<file path="src/rtl/segPrivPkg.sv">
package segPrivPkg;

  localparam int SEL_W   = 16;
  localparam int PL_W    = 2;
  localparam int IDX_W   = SEL_W - 3;
  localparam int OFF_W   = 32;
  localparam int VEC_W   = 8;
  localparam logic [VEC_W-1:0] GP_VECTOR = 8'h0D;

  typedef enum logic [1:0] {
    DESC_DATA   = 2'd0,
    DESC_CODE   = 2'd1,
    DESC_GATE   = 2'd2,
    DESC_SYSGLB = 2'd3
  } descKind_t;

  // strobes from control to datapath
  typedef struct packed {
    logic load;
    logic fault;
    logic useGate;
  } strobe_t;

endpackage

</file>
<file path="src/rtl/segPrivCtrl.sv">
module segPrivCtrl
  import segPrivPkg::*;
#(
  parameter int PLW = PL_W
) (
  input  logic            clk,
  input  logic            rstN,
  input  logic            reqValid,
  output logic            reqReady,
  input  logic [PLW-1:0]  reqPriv,
  input  logic            selTable,
  input  logic [PLW-1:0]  curPriv,
  input  logic [PLW-1:0]  descPriv,
  input  descKind_t       descType,
  input  logic [PLW-1:0]  gateTargetPriv,
  output strobe_t         strb,
  output logic            respValid,
  output logic            grant,
  output logic            fault
);

  logic           readyQ;
  logic           accept;
  logic [PLW-1:0] effPriv;
  logic           privOk;
  logic           allowed;
  logic           isGate;

  assign reqReady = readyQ;
  assign accept   = reqValid && readyQ;

  // weaker of running level and requested level
  assign effPriv = (curPriv > reqPriv) ? curPriv : reqPriv;
  assign privOk  = (descPriv >= effPriv);
  assign isGate  = (descType == DESC_GATE);

  always_comb begin
    unique case (descType)
      DESC_DATA,
      DESC_CODE:   allowed = privOk;
      DESC_GATE:   allowed = privOk && (gateTargetPriv <= curPriv);
      DESC_SYSGLB: allowed = privOk && !selTable;
      default:     allowed = 1'b0;
    endcase
  end

  always_comb begin
    strb.load    = accept;
    strb.fault   = accept && !allowed;
    strb.useGate = accept && allowed && isGate;
  end

  always_ff @(posedge clk or negedge rstN) begin
    if (!rstN) begin
      readyQ    <= 1'b0;
      respValid <= 1'b0;
      grant     <= 1'b0;
      fault     <= 1'b0;
    end else begin
      readyQ    <= 1'b1;
      respValid <= accept;
      grant     <= accept && allowed;
      fault     <= accept && !allowed;
    end
  end

endmodule

</file>
<file path="src/rtl/segPrivDatapath.sv">
module segPrivDatapath
  import segPrivPkg::*;
#(
  parameter int IDXW = IDX_W,
  parameter int PLW  = PL_W,
  parameter int OFFW = OFF_W,
  parameter int VECW = VEC_W
) (
  input  logic             clk,
  input  logic             rstN,
  input  strobe_t          strb,
  input  logic [IDXW-1:0]  selIndex,
  input  logic             selTable,
  input  logic [OFFW-1:0]  callerOffset,
  input  logic [OFFW-1:0]  gateOffset,
  input  logic [PLW-1:0]   curPriv,
  input  logic [PLW-1:0]   gateTargetPriv,
  output logic [IDXW-1:0]  descIndex,
  output logic             tableSel,
  output logic [OFFW-1:0]  targetOffset,
  output logic [PLW-1:0]   newPriv,
  output logic [VECW-1:0]  faultVector
);

  logic [OFFW-1:0] offNext;
  logic [PLW-1:0]  privNext;

  assign offNext  = strb.useGate ? gateOffset     : callerOffset;
  assign privNext = strb.useGate ? gateTargetPriv : curPriv;

  always_ff @(posedge clk or negedge rstN) begin
    if (!rstN) begin
      descIndex    <= '0;
      tableSel     <= 1'b0;
      targetOffset <= '0;
      newPriv      <= '0;
      faultVector  <= '0;
    end else if (strb.load) begin
      descIndex    <= selIndex;
      tableSel     <= selTable;
      targetOffset <= offNext;
      newPriv      <= privNext;
      faultVector  <= strb.fault ? VECW'(GP_VECTOR) : '0;
    end
  end

endmodule

</file>
<file path="src/rtl/segPrivChecker.sv">
module segPrivChecker
  import segPrivPkg::*;
#(
  parameter int SELW = SEL_W,
  parameter int PLW  = PL_W,
  parameter int OFFW = OFF_W,
  localparam int IDXW = SELW - 3
) (
  input  logic             clk,
  input  logic             rstN,
  input  logic             reqValid,
  output logic             reqReady,
  input  logic [SELW-1:0]  selector,
  input  logic [PLW-1:0]   curPriv,
  input  logic [PLW-1:0]   descPriv,
  input  logic [1:0]       descType,
  input  logic [OFFW-1:0]  callerOffset,
  input  logic [OFFW-1:0]  gateOffset,
  input  logic [PLW-1:0]   gateTargetPriv,
  output logic             respValid,
  output logic             grant,
  output logic             fault,
  output logic [VEC_W-1:0] faultVector,
  output logic [IDXW-1:0]  descIndex,
  output logic             tableSel,
  output logic [OFFW-1:0]  targetOffset,
  output logic [PLW-1:0]   newPriv
);

  strobe_t         strb;
  logic [IDXW-1:0] selIndex;
  logic            selTable;
  logic [PLW-1:0]  reqPriv;

  assign selIndex = selector[SELW-1:3];
  assign selTable = selector[2];
  assign reqPriv  = selector[PLW-1:0];

  segPrivCtrl #(.PLW(PLW)) i_ctrl (
    .clk(clk), .rstN(rstN),
    .reqValid(reqValid), .reqReady(reqReady),
    .reqPriv(reqPriv), .selTable(selTable),
    .curPriv(curPriv), .descPriv(descPriv),
    .descType(descKind_t'(descType)),
    .gateTargetPriv(gateTargetPriv),
    .strb(strb),
    .respValid(respValid), .grant(grant), .fault(fault)
  );

  segPrivDatapath #(.IDXW(IDXW), .PLW(PLW), .OFFW(OFFW), .VECW(VEC_W)) i_dp (
    .clk(clk), .rstN(rstN), .strb(strb),
    .selIndex(selIndex), .selTable(selTable),
    .callerOffset(callerOffset), .gateOffset(gateOffset),
    .curPriv(curPriv), .gateTargetPriv(gateTargetPriv),
    .descIndex(descIndex), .tableSel(tableSel),
    .targetOffset(targetOffset), .newPriv(newPriv),
    .faultVector(faultVector)
  );

endmodule

</file>
<file path="config.mk">
export PLATFORM = sky130hd
export DESIGN_NAME = segPrivChecker
export DESIGN_NICKNAME = d
export VERILOG_FILES = /design/src/rtl/segPrivPkg.sv /design/src/rtl/segPrivCtrl.sv /design/src/rtl/segPrivDatapath.sv /design/src/rtl/segPrivChecker.sv
export SDC_FILE = /design/constraint.sdc
export NUM_CORES = 1
export LEC_CHECK = 0
export ABC_AREA = 1
export BUFFER_PORTS_ARGS = -buffer_cell sky130_fd_sc_hd__buf_2
export CAP_MARGIN = 10
export CORE_MARGIN = 2
export CORE_UTILIZATION = 40
export DETAILED_ROUTE_END_ITERATION = 6
export PLACE_DENSITY = 0.81
export REMOVE_ABC_BUFFERS = 1
export SLEW_MARGIN = 30
export SYNTH_ARGS = -nofsm -noshare
export SYNTH_HDL_FRONTEND = slang
export SYNTH_SLANG_ARGS = --single-unit
</file>
<file path="constraint.sdc">
create_clock -name clk -period 1.5 [get_ports clk]
set_input_delay 0.075 -clock clk [delete_from_list [all_inputs] [get_ports clk]]
set_output_delay 0.075 -clock clk [all_outputs]
set_load 0.02 [all_outputs]
</file>
==> results of run 1 <==
## flip-flops by register name (all words and copies together) (netlist names)
signal             count
i_dp.newPriv           2
i_ctrl.grant           1
i_ctrl.respValid       1
i_dp.tableSel          1
i_dp.descIndex        13
i_dp.faultVector       1
i_ctrl.fault           1
i_ctrl.reqReady        1
i_dp.targetOffset     32
## through the flow
step           cells  hold slack (ps)  cell area (um2)  setup slack [ps]   util
6_report         630             15.5             4160              -251  0.612
5_1_grt          630             8.62             4160              -321  0.612
4_1_cts          630             4.79             4130              -145  0.608
3_5_place_dp     603             93.5             3700              -546  0.544
3_3_place_gp     603             93.4             3700              -438  0.544
2_1_floorplan    345             -221             2660             -2020      -
## tightest hold or removal path, stage by stage
cell	delay [ps]
buf_2	80
nand4_1	70
nand3_1	70
## power by group
group | leakage (nW) | internal, W | switching (W)
logic | 1.66 | 0.000547 | 0.000750
clock network | 0.0585 | 0.000501 | 0.000493
registers | 0.654 | 0.00162 | 0.000103
total | 2.37 | 0.00266 | 0.00135
## kinds of logic (layout without fill, tap and decap cells)
family	count (synthesis)	count (layout)	synth area share
compound gates	6	6	0.0178
flops	53	53	0.470
buf+inv	77	236	0.126
other cells	2	6	0.00266
fa+ha+maj	7	7	0.0311
simple gates	226	226	0.353
## placed cells by master, fill, tap and decap left out, drive strengths merged
| cell | Yosys | final |
|---|---|---|
| a21oi | 3 | 3 |
| bufinv | 0 | 1 |
| dfrtp | 53 | 53 |
| nor2 | 40 | 40 |
| o21ai | 2 | 2 |
| o22ai | 1 | 1 |
| clkinv | 0 | 1 |
| ha | 7 | 7 |
| buf | 21 | 167 |
| nand3 | 34 | 34 |
| conb | 2 | 6 |
| nand4 | 35 | 35 |
| nand2 | 117 | 117 |
| inv | 47 | 48 |
| dlygate4sd3 | 0 | 14 |
| clkbuf | 9 | 5 |
## per-layer routing
metal,global-route usage,routed length [um]
met1,0.246,3240
met2,0.386,4280
met3,0.0415,485
met4,0.0559,85
met5,0,0
## cell type report
class                      instances  area share
sequential                        53       0.319
timing repair buffer             181       0.289
tap                               96      0.0289
inverter                          47      0.0448
clock buffer                       5      0.0165
clock inverter                     3      0.0105
multi-input combinational        245       0.291
## what timing repair did
action	in CTS	in global routing
hold buffers	14	0
gates resized for setup	23	7
endpoints found under the setup margin	36	37
cloned	2	0
pin swaps	5	2
endpoints found under the hold margin	66	0
buffers inserted	3	0
## path summary, 6_finish.rpt
path / startpoint / slack [ps] / to / cells past startpoint
setup reg to reg: i_ctrl.reqReady$_DFF_PN0_ / 190 / i_dp.targetOffset[10]$_DFFE_PN0P_ / 5
setup / recovery: curPriv[1] / -250 / i_dp.targetOffset[28]$_DFFE_PN0P_ / 16
max in group asynchronous: rstN / 960 / i_dp.targetOffset[30]$_DFFE_PN0P_ / 3
hold reg to reg: i_dp.descIndex[2]$_DFFE_PN0P_ / 480 / i_dp.descIndex[2]$_DFFE_PN0P_ / 2
min in group asynchronous: rstN / 280 / i_dp.descIndex[5]$_DFFE_PN0P_ / 3
hold / removal: gateOffset[26] / 20 / i_dp.targetOffset[26]$_DFFE_PN0P_ / 3
==> impl_metrics.toml, run 1 <==
[synth]
synth_seq_cells = 53
yosysWarnings = 0
synth_cells = 371
synth_area_mm2 = 0.00282
avgSynthCellArea_um2 = 7.60
yosys.area.top_type = "dfrtp_1"
ys_top_cells_by_count = "nand2_1 (116), dfrtp_1 (53), inv_1 (44), nor2_1 (39)"
synthMostInstantiatedCell = "nand2_1"
synthArstFlopShare = 1.00
yosys-top-cells-area = "dfrtp_1 (47%), nand2_1 (15%), nand4_1 (7.5%), nand3_1 (6.0%), inv_1 (5.9%)"
seq_area_frac_synth = 0.470
synth_top_area_share = 0.470
ys_types = 20
synth-edff-count = 0
synth_flop_cell = "dfrtp_1"

[floorplanning]
num_io_pins = 151
die_h_um = 88.0
die_area_mm2 = 0.00774
fp.dieW_um = 88.0
placementRows = 30
core-area_mm2 = 0.00679
initial_core_util = 0.415

[cells_and_area]
insertedDiodeCount = 0
nets = 631
drive_gt1_frac = 0.367
final-seq-area_mm2 = 0.00133
multi_input_area_mm2 = 0.00121
fill_cells = 617
syn_to_final_growth_pct = 47.5

[detailed_routing]
drt-pass1-iter-count = 4
drt_wl_total_um = 8090
drc = 0
routedWlPerCell_um = 12.8
antenna_left = 0
vias_per_cell = 4.80
drt_iter0_drc = 132
vias = 3022

[cts]
cts_buffer_depth = 2
insertion_delay_ps = 300
numCtsBuffers = 5
cts.clk_slew.worst_paths_ps = 100
cts.sinks = 53
root_buffer = "clkbuf_8"
htreeDepth = 2
cts_tree = "built"

[critical_path]
endpoint_kind = "flop"
path_buf_inv = 6
critPathRequiredTime_ps = 1690
crit_arrival_ps = 1940
start_kind = "primary input"
cp_max_fo = 11
slowest_stage = "ha_1"
crit_family = "buffers and inverters"
crit_chain = "buf_6 > inv_4 > ha_4 > o22ai_2 > nand2_1 > o21ai_2 > ha_1 > inv_1 > nand2_1 > a21oi_2 > buf_4 > a21oi_4 > buf_12 > buf_12 > nand4_1 > nand3_1"
crit_type = "in -> reg"
max_stage_delay_ps = 240

[sta]
clock.fmax_mhz = 571
finalMaxSlewViolations = 0
setup_tns_ps = -8350
setup_ws_ps = -251
layout_min_cycle_time_ps = 1750
fin_skew_ps = 3.63
timing.final.setup_violations = 37
rsz0062_at_grt = "true"
fin_crit_sh = 1.17
hold_viol_final = 0

[power]
power_density_mw_per_mm2 = 964
leakage_nw = 2.37
power.total_w = 0.00401
peakVddDrop_uv = 403

[flow_run]
cap_violations = 0

[global_route]
grt_pass1_vias = 2881
grt-ovfl-total = 0
antenna_found_initial = 0
grt_pass1_wl_um = 12800
track_usage = 0.209
grt_max_degree = 54

[place]
portBuffers = 145
place.gp.congestion = 0.807
dp_hpwl_um = 5300

[run_status]
status = "finished with violations"
failed_checks = "negative setup slack"

[hold_path]
hold_class = "in -> reg"
No activity file was read; power rests on OpenSTA's default activity.
==> inputs of run 2 (changes only) <==
Settings changed: CORE_UTILIZATION 40 to 45, PLACE_DENSITY 0.81 to 0.88.
==> impl_metrics.toml, run 2 (synthesis results as in run 1) <==
[detailed_routing]
antenna_left = 0
drt-pass1-iter-count = 5
routedWlPerCell_um = 14.1
vias_per_cell = 4.91
drc = 0
drt_wl_total_um = 8580
drt_iter0_drc = 167
vias = 2996

[critical_path]
path_buf_inv = 5
max_stage_delay_ps = 270
slowest_stage = "ha_1"
crit_type = "in -> reg"
endpoint_kind = "flop"
cp_max_fo = 17
crit_chain = "buf_8 > inv_6 > ha_4 > nor2_4 > o22ai_4 > nand2_1 > o21ai_1 > ha_1 > inv_1 > nand2_2 > a21oi_2 > buf_4 > a21oi_4 > buf_6 > nand4_1 > nand3_1"
start_kind = "primary input"
critPathRequiredTime_ps = 1740
crit_family = "buffers and inverters"
crit_arrival_ps = 1970

[cts]
cts_tree = "built"
cts.clk_slew.worst_paths_ps = 100
root_buffer = "clkbuf_8"
cts.sinks = 53
htreeDepth = 2
numCtsBuffers = 5
cts_buffer_depth = 2
insertion_delay_ps = 300

[run_status]
status = "finished with violations"
failed_checks = "negative setup slack"

[floorplanning]
initial_core_util = 0.471
num_io_pins = 151
fp.dieW_um = 83.2
die_h_um = 83.2
core-area_mm2 = 0.00599
placementRows = 28
die_area_mm2 = 0.00692

[sta]
hold_slack_ps = 18.1
fin_skew_ps = 9.54
clock.fmax_mhz = 578
timing.final.setup_violations = 37
finalMaxSlewViolations = 0
hold_viol_final = 0
fin_crit_sh = 1.15
setup_ws_ps = -230
rsz0062_at_grt = "true"
layout_min_cycle_time_ps = 1730

[global_route]
top_usage_layer = "met2"
globalRouteMet1Util = 0.304
use_met3 = 0.0487
track_usage = 0.245
grt_pass1_vias = 2920
grt_pass1_wl_um = 13900
grt-ovfl-total = 0
grt_max_degree = 54
use_met2 = 0.431
antenna_found_initial = 0

[cells_and_area]
stdcell_count = 610
final_common_cell = "buf_2"
drive_gt1_frac = 0.368
syn_to_final_growth_pct = 46.8
largest_reg_flops = 32
fin_util = 0.691
top_register = "i_dp.targetOffset"
nets = 632
layout_top_registers = "i_dp.targetOffset (32), i_dp.descIndex (13), i_dp.newPriv (2)"
insertedDiodeCount = 0
layout_common_cells = "buf_2 (141), nand2_1 (114), dfrtp_1 (53)"

[place]
dp_hpwl_um = 5580
portBuffers = 145
dp_cells = 580
place.gp.congestion = 0.833

[hold_path]
hold_class = "in -> reg"

[power]
leakage_nw = 2.37
power_density_mw_per_mm2 = 926
peakVddDrop_uv = 483

[flow_run]
cap_violations = 0
## run 2: what timing repair did
action | in CTS | in global routing
pin swaps | 5 | 7
gates cloned | 2 | 3
setup endpoints to repair | 36 | 37
buffers inserted | 4 | 0
hold buffers | 14 | 0
hold endpoints to repair | 29 | 0
gates resized for setup | 26 | 9
## run 2: report_power, final
group | internal [W] | switching, W | leakage, nW
registers | 0.00162 | 0.000111 | 0.654
logic | 0.000517 | 0.000759 | 1.66
clock network | 0.000375 | 0.000457 | 0.0512
## run 2: layer usage
layer,vias to the layer above,share of wire
li1,1478,-
met1,1349,0.39
met5,-,0
met4,0,0.016
met2,155,0.52
met3,14,0.070
## run 2: area by class of cell
class	instances	area (um2)
fillers	495	1850
flip-flops and latches	53	1330
multi-input cells	245	1220
repair buffers	182	1210
inverters	47	191
well taps	75	93.8
clock buffers	6	82.6
clock inverters	2	13.8
## run 2: worst paths after layout
path                                               start                                end  slack [ps]  cells after the start
min                                        gateOffset[0]   i_dp.targetOffset[0]$_DFFE_PN0P_          20                      3
min in group asynchronous                           rstN      i_dp.descIndex[9]$_DFFE_PN0P_         240                      2
min reg2reg                i_dp.descIndex[8]$_DFFE_PN0P_      i_dp.descIndex[8]$_DFFE_PN0P_         490                      2
max in group asynchronous                           rstN  i_dp.targetOffset[19]$_DFFE_PN0P_         740                      3
max                                           curPriv[1]   i_dp.targetOffset[2]$_DFFE_PN0P_        -230                     16
max reg2reg                    i_ctrl.reqReady$_DFF_PN0_  i_dp.targetOffset[26]$_DFFE_PN0P_         220                      6
## run 2: worst min-delay path: cells and delay by family
kind	cells	cell delay [ps]
AND/OR/NAND/NOR	2	140
buffers and inverters	1	80
## run 2: through the flow
step	area, um2	total power [W]	TNS, ps	worst slack [ps]
after floorplan	2660	0.00235	-90600	-2020
after global placement	3650	0.00283	-15270	-432
after detailed placement	3650	0.00287	-20360	-582
after CTS	4070	0.00385	-4670	-173
after global routing	4140	0.00406	-10320	-334
final	4140	0.00384	-6660	-230
